$ cat config.mk
export PLATFORM = sky130hd
export DESIGN_NAME = raster_timing_gen
export DESIGN_NICKNAME = d
export VERILOG_FILES = /design/src/rtl/raster_pkg.sv /design/src/rtl/raster_regs.sv /design/src/rtl/raster_down_counter.sv /design/src/rtl/raster_window.sv /design/src/rtl/raster_timing_gen.sv
export SDC_FILE = /design/constraint.sdc
export NUM_CORES = 1
export LEC_CHECK = 0
export ABC_AREA = 1
export BUFFER_PORTS_ARGS = -buffer_cell sky130_fd_sc_hd__buf_4
export CAP_MARGIN = 20
export CELL_PAD_IN_SITES_DETAIL_PLACEMENT = 0
export CELL_PAD_IN_SITES_GLOBAL_PLACEMENT = 1
export CORE_UTILIZATION = 35
export DETAILED_ROUTE_END_ITERATION = 10
export PLACE_DENSITY_LB_ADDON = 0.1
export SYNTH_ARGS = -nofsm -noshare
export SYNTH_HDL_FRONTEND = slang
export SYNTH_SLANG_ARGS = --single-unit
$ cat constraint.sdc
create_clock -name clk_i -period 2.8 [get_ports clk_i]
set_input_delay 0.56 -clock clk_i [delete_from_list [all_inputs] [get_ports clk_i]]
set_output_delay 0.56 -clock clk_i [all_outputs]
set_load 0.005 [all_outputs]
$ cat src/rtl/raster_pkg.sv
package raster_pkg;
  localparam int unsigned FIELD_W  = 16;
  localparam int unsigned NUM_REGS = 11;
  localparam int unsigned WIN_BASE = 3;
  localparam int unsigned NUM_WIN  = NUM_REGS - WIN_BASE;

  typedef enum logic [3:0] {
    RA_CTRL    = 4'd0,
    RA_HTOTAL  = 4'd1,
    RA_VTOTAL  = 4'd2,
    RA_HSYNC   = 4'd3,
    RA_HBLANK  = 4'd4,
    RA_HACTIVE = 4'd5,
    RA_HCLKEN  = 4'd6,
    RA_VSYNC   = 4'd7,
    RA_VBLANK  = 4'd8,
    RA_VACTIVE = 4'd9,
    RA_VCLKEN  = 4'd10
  } reg_addr_e;

  // window slots, in register order after WIN_BASE
  typedef enum int unsigned {
    W_HSYNC = 0, W_HBLANK, W_HACTIVE, W_HCLKEN,
    W_VSYNC, W_VBLANK, W_VACTIVE, W_VCLKEN
  } win_idx_e;
endpackage

$ cat src/rtl/raster_regs.sv
module raster_regs #(
  parameter int unsigned NREGS = 11,
  parameter int unsigned AW    = 4,
  parameter int unsigned DW    = 32
) (
  input  logic                       clk_i,
  input  logic                       rst_ni,
  input  logic                       wr_en_i,
  input  logic [AW-1:0]              wr_addr_i,
  input  logic [DW-1:0]              wr_data_i,
  input  logic                       commit_i,
  output logic [NREGS-1:0][DW-1:0]   cur_o,
  output logic [NREGS-1:0][DW-1:0]   nxt_o
);
  for (genvar i = 0; i < NREGS; i++) begin : g_reg
    logic [DW-1:0] shd_q;
    logic [DW-1:0] cur_q;

    always_ff @(posedge clk_i or negedge rst_ni) begin
      if (!rst_ni) begin
        shd_q <= '0;
        cur_q <= '0;
      end else begin
        if (wr_en_i && (wr_addr_i == AW'(i))) shd_q <= wr_data_i;
        if (commit_i) cur_q <= shd_q;
      end
    end

    assign cur_o[i] = cur_q;
    // value the working copy holds after this edge
    assign nxt_o[i] = commit_i ? shd_q : cur_q;
  end
endmodule

$ cat src/rtl/raster_down_counter.sv
module raster_down_counter #(
  parameter int unsigned W = 16
) (
  input  logic         clk_i,
  input  logic         rst_ni,
  input  logic         step_i,
  input  logic [W-1:0] reload_i,
  output logic [W-1:0] cnt_o,
  output logic         zero_o
);
  logic [W-1:0] cnt_q;

  always_ff @(posedge clk_i or negedge rst_ni) begin
    if (!rst_ni)     cnt_q <= '0;
    else if (step_i) cnt_q <= (cnt_q == '0) ? reload_i : cnt_q - 1'b1;
  end

  assign cnt_o  = cnt_q;
  assign zero_o = (cnt_q == '0);
endmodule

$ cat src/rtl/raster_window.sv
module raster_window #(
  parameter int unsigned W = 16
) (
  input  logic [W-1:0] cnt_i,
  input  logic [W-1:0] start_i,
  input  logic [W-1:0] stop_i,
  output logic         open_o
);
  logic below_start, above_stop, wraps;

  assign below_start = (cnt_i <= start_i);
  assign above_stop  = (cnt_i > stop_i);
  // stop at or past start: window spans the reload point
  assign wraps       = (stop_i >= start_i);
  assign open_o      = wraps ? (below_start | above_stop) : (below_start & above_stop);
endmodule

$ cat src/rtl/raster_timing_gen.sv
module raster_timing_gen
  import raster_pkg::*;
#(
  parameter int unsigned CNT_W = 16,
  parameter int unsigned AW    = 4,
  parameter int unsigned DW    = 32
) (
  input  logic          clk_i,
  input  logic          rst_ni,
  input  logic          wr_en_i,
  input  logic [AW-1:0] wr_addr_i,
  input  logic [DW-1:0] wr_data_i,
  output logic          hsync_o,
  output logic          vsync_o,
  output logic          hblank_o,
  output logic          vblank_o,
  output logic          active_o,
  output logic          hclk_en_o,
  output logic          vclk_en_o,
  output logic          line_strobe_o,
  output logic          frame_strobe_o
);
  localparam int unsigned NREGS = NUM_REGS;
  localparam int unsigned NWIN  = NUM_WIN;
  localparam int unsigned NHWIN = NWIN / 2;

  logic [NREGS-1:0][DW-1:0] cur_w;
  logic [NREGS-1:0][DW-1:0] nxt_w;
  logic [CNT_W-1:0]         h_cnt, v_cnt;
  logic                     h_zero, v_zero, frame_end;
  logic [NWIN-1:0]          win_open;
  logic                     en;
  logic [CNT_W-1:0]         cur_htotal, cur_vtotal;
  logic [8:0]               out_vec;
  logic                     unused_bits;

  assign frame_end = h_zero & v_zero;

  raster_regs #(.NREGS(NREGS), .AW(AW), .DW(DW)) u_regs (
    .clk_i     (clk_i),
    .rst_ni    (rst_ni),
    .wr_en_i   (wr_en_i),
    .wr_addr_i (wr_addr_i),
    .wr_data_i (wr_data_i),
    .commit_i  (frame_end),
    .cur_o     (cur_w),
    .nxt_o     (nxt_w)
  );

  raster_down_counter #(.W(CNT_W)) u_hcnt (
    .clk_i    (clk_i),
    .rst_ni   (rst_ni),
    .step_i   (1'b1),
    .reload_i (nxt_w[RA_HTOTAL][CNT_W-1:0]),
    .cnt_o    (h_cnt),
    .zero_o   (h_zero)
  );

  raster_down_counter #(.W(CNT_W)) u_vcnt (
    .clk_i    (clk_i),
    .rst_ni   (rst_ni),
    .step_i   (h_zero),
    .reload_i (nxt_w[RA_VTOTAL][CNT_W-1:0]),
    .cnt_o    (v_cnt),
    .zero_o   (v_zero)
  );

  for (genvar k = 0; k < NWIN; k++) begin : g_win
    localparam int unsigned RI = WIN_BASE + k;
    logic [CNT_W-1:0] sel_cnt;
    if (k < NHWIN) begin : g_h
      assign sel_cnt = h_cnt;
    end else begin : g_v
      assign sel_cnt = v_cnt;
    end
    raster_window #(.W(CNT_W)) u_win (
      .cnt_i   (sel_cnt),
      .start_i (cur_w[RI][CNT_W-1:0]),
      .stop_i  (cur_w[RI][FIELD_W +: CNT_W]),
      .open_o  (win_open[k])
    );
  end

  assign en         = cur_w[RA_CTRL][0];
  assign cur_htotal = cur_w[RA_HTOTAL][CNT_W-1:0];
  assign cur_vtotal = cur_w[RA_VTOTAL][CNT_W-1:0];

  assign hsync_o        = en &  win_open[W_HSYNC];
  assign vsync_o        = en &  win_open[W_VSYNC];
  assign hblank_o       = en & ~win_open[W_HBLANK];
  assign vblank_o       = en & ~win_open[W_VBLANK];
  assign active_o       = en &  win_open[W_HACTIVE] & win_open[W_VACTIVE];
  assign hclk_en_o      = en &  win_open[W_HCLKEN];
  assign vclk_en_o      = en &  win_open[W_VCLKEN];
  assign line_strobe_o  = en &  h_zero;
  assign frame_strobe_o = en &  frame_end;

  assign out_vec = {hsync_o, vsync_o, hblank_o, vblank_o, active_o,
                    hclk_en_o, vclk_en_o, line_strobe_o, frame_strobe_o};

  assign unused_bits = ^{cur_w[RA_CTRL][DW-1:1], cur_w[RA_HTOTAL][DW-1:CNT_W],
                         cur_w[RA_VTOTAL][DW-1:CNT_W], nxt_w, out_vec};
endmodule

==> results by group <==
Route
  – Pre-antenna DRT Iters: 5
  – Wire length per cell: 19.7 um
  – Via count: 25,400
  – Via-to-Cell Ratio: 4.80
  – Starting DRT DRC Count: 1,636
  – Total wire length: 104,000 um
  – Remaining DRCs: 0
  – Antenna viol nets, final: 0

Timing
  – Endpoints failing setup: 9
  – Post-route setup slack: -386 ps
  – Worst Max-Slew Pin Slew: 904 ps
  – Max Slew Vio Count: 0
  – Min Tclk post-route: 3190 ps
  – Setup Skew: 20.7 ps
  – Final hold violations: 0
  – RSZ-0062 raised after global routing: yes
  – Fin crit share: 114%
  – FMAX: around 310 MHz
  – Relative slew margins: 39.6%

Die
  – Row count: 111
  – Core ar.: just over 0.09 mm^2
  – Die area: 0.0941 mm^2
  – Die H: 307 um
  – Die Width: 307 um
  – Initial core utilization: 35.4%
  – # IOs: 48

Clock network
  – Latest clock arrival within the worst-skew pair: 620 ps
  – Clk sinks: 609
  – CTS Buffer Depth: 3
  – Worst-path clk slew: roughly 60 ps
  – TritonCTS clock tree: yes
  – Root Buffer: clkbuf_16
  – H-tree levels: 3
  – CTS buffer count: 74

Critical path
  – CP peak stage delay: 460 ps
  – Worst setup EP type: output port
  – Arrival @ worst endpoint: between 2000 and 3000 ps
  – CP startpoint kind: register
  – CP most frequent cell: nand2_1
  – Worst Setup Path Type: register to output port
  – Worst EP required: 2240 ps
  – Crit Path Max Fanout: 4
  – CP Cell Sequence: ha_1 -> a21oi_1 -> o21ai_0 -> a21oi_2 -> nand2_1 -> nand2_1 -> nand2_1 -> nand2_1 -> nand2_2 -> nor2_4 -> buf_6
  – Critical path's slowest cell: dfrtp_2

GRT
  – GR peak layer: met2
  – First-pass GRT wire length: roughly 160,000 um
  – Routing usage on met2: a little under two fifths
  – Met3 GRT Util: between 2 and 3%
  – Number of global-route vias before repair: 25,300
  – Met1 usage: between 30% and 40%
  – Grt ovf: 0
  – Largest net degree at the start of global routing: 65
  – Total GRT Usage: 22.5%
  – Initial antenna violation count: 20

Finish
  – Register area: 0.0153 mm^2
  – Footprint of the multi-input gates: 0.0161 mm^2
  – Layout cells sized above 1: 17.0%
  – # fillers: 9,231
  – Post-layout nets: 4,416
  – Area growth from synthesis to layout: 23.0%
  – Final Non-Filler Cells: 5,292

Synthesis
  – Sequential element share of the synthesized area: 46.9%
  – Yosys top cell area share: 46.9%
  – FFs w/ async S/R, synth: between 90% and 100%
  – Synth area leader: dfrtp_1
  – Top post-synthesis cells by count: 960 x nand2_1, 609 x dfrtp_1, 449 x inv_1
  – Synthesis Warnings: 0
  – Syn avg cell area: 8.64 um^2
  – Synthesized cell area: between 0.03 and 0.04 mm^2
  – Synth area leaders: dfrtp_1 47%, ha_1 15%, nand2_1 11%
  – Synth Net Count: 4,188
  – Most frequent cell after synthesis: nand2_1
  – Syn Inst Count: between 3,000 and 4,000
  – Distinct cell type count after synthesis: 41
  – Top FF cell, synth: dfrtp_1
  – Synthesis-stage register bit count: 609
  – Number of flops mapped to enable cells by yosys: 0

Placed design
  – I/O Buffers: 47
  – Routability Congestion: about 0.85
  – DP HPWL: 73,100 um
  – Pre-CTS setup slack: -356 ps
  – Placed cell count: between 5,000 and 6,000

Pwr
  – Cell Pwr Density: 807 mW/mm^2
  – Total leakage power: 19.3 nW
  – Tot Pwr: 32.2 mW
  – Worst vdd ir: roughly 0.48 mV

Hold path
  – Worst hold path type: input pin to register

Outcome
  – Failing checks: negative setup slack
  – Status: finished with violations

Run
  – Max Cap Viol: 0
[stage by stage]
| step | area [um^2] | hold slack [ps] | TNS (ps) | utilization [%] |
|---|---|---|---|---|
| final | 40000 | 233 | -2960 | 43.5 |
| after global routing | 40000 | 217 | -4100 | 43.5 |
| after CTS | 39300 | 193 | -3580 | 42.9 |
| after detailed placement | 35600 | 457 | -582 | 38.8 |
| after global placement | 35600 | 454 | -653 | 38.8 |
| after floorplan | 32500 | 264 | 0 | - |
[area by class of cell]
class	count	share of cell area [%]
Antenna cell	3	0.0188
Clock buffer	107	5.53
Clock inverter	24	0.742
Inverter	454	4.30
Multi-Input combinational cell	2575	40.3
Sequential cell	609	38.2
Tap cell	1243	3.89
Timing Repair Buffer	276	7.00
Timing Repair inverter	1	0.0219
[flip-flops by register name, summed over array words and instances (netlist names)]
register and cells:
u_regs.g.cur_q 288, u_hcnt.cnt_o 16, u_regs.g.shd_q 289, u_vcnt.cnt_o 16
[routing by layer]
metal / part of all wire, % / up-vias / routed length, um
met5: 0 / - / 0
met4: 2.9 / 0 / 3010
met3: 3.4 / 134 / 3590
met2: 47 / 370 / 49300
met1: 46 / 12100 / 48500
li1: - / 12800 / -
[report_power, final]
part	leakage [nW]	internal, mW	switching, mW
Combinational	10.0	4.91	6.53
Sequential	8.05	9.95	0.852
Clock	1.23	6.03	3.97
Total	19.3	20.9	11.3
[final timing paths]
check	from	end	slack, ps	depth (start not counted)
min	wr_data_i[11]	u_regs.g_reg[8].shd_q[11]	230	3
max in group asynchronous	rst_ni	u_regs.g_reg[10].shd_q[17]	1460	3
max	u_vcnt.cnt_o[15]	active_o	-390	11
min in group asynchronous	rst_ni	u_regs.g_reg[3].cur_q[28]	550	2
min reg2reg	u_regs.g_reg[10].shd_q[0]	u_regs.g_reg[10].cur_q[0]	470	2
max reg2reg	u_hcnt.cnt_o[1]	u_hcnt.cnt_o[5]	220	15
[kinds of logic (layout without fill, tap and decap cells)]
kind of cell | after synthesis | in the layout | synth area share, %
AND/OR/NAND/NOR | 1271 | 1271 | 15.7
flip-flops | 609 | 609 | 46.9
other | 0 | 3 | 0
XOR/XNOR | 18 | 18 | 0.485
multiplexers | 2 | 2 | 0.0616
buffers and inverters | 579 | 862 | 7.60
adder cells (fa/ha/maj) | 386 | 386 | 14.9
AO/OA/AOI/OAI | 898 | 898 | 14.4
[placed cells by master, fill, tap and decap left out, drive strengths merged]
cell type	synthesis	final
nor3b	1	1
ha	386	386
nand2	984	984
o21ai	641	641
o21a	24	24
and3	2	2
xor2	9	9
diode	0	3
inv	454	455
bufinv	0	6
a31oi	1	1
o21bai	4	4
clkbuf	64	107
clkinv	0	15
a21oi	210	210
dfrtp	609	609
a21o	6	6
xnor2	9	9
dlygate4sd3	0	1
and2	1	1
nand4	38	38
nor4	4	4
clkinvlp	0	3
nor2	164	164
nor3	30	30
or2	1	1
nand3	46	46
mux2i	2	2
a21boi	4	4
buf	61	274
o211ai	8	8
bufbuf	0	1
[critical path: cells and delay by family, from the launching register on]
family                     cells  cell delay, ps
DFF                            1             460
and+or+nand+nor                6             530
AOI/OAI and AO/OA              3             600
adders and majority gates      1             310
buffers and inverters          1             120
[timing repair]
action                                  in CTS  in global routing
hold buffers                                 1                  0
gates cloned                                 1                  1
endpoints found under the setup margin       9                 21
buffers inserted                            23                 14
endpoints found under the hold margin       30                  0
pin swaps                                   89                 46
gates resized for setup                    243                 98
(Power assumes the default switching activity.)
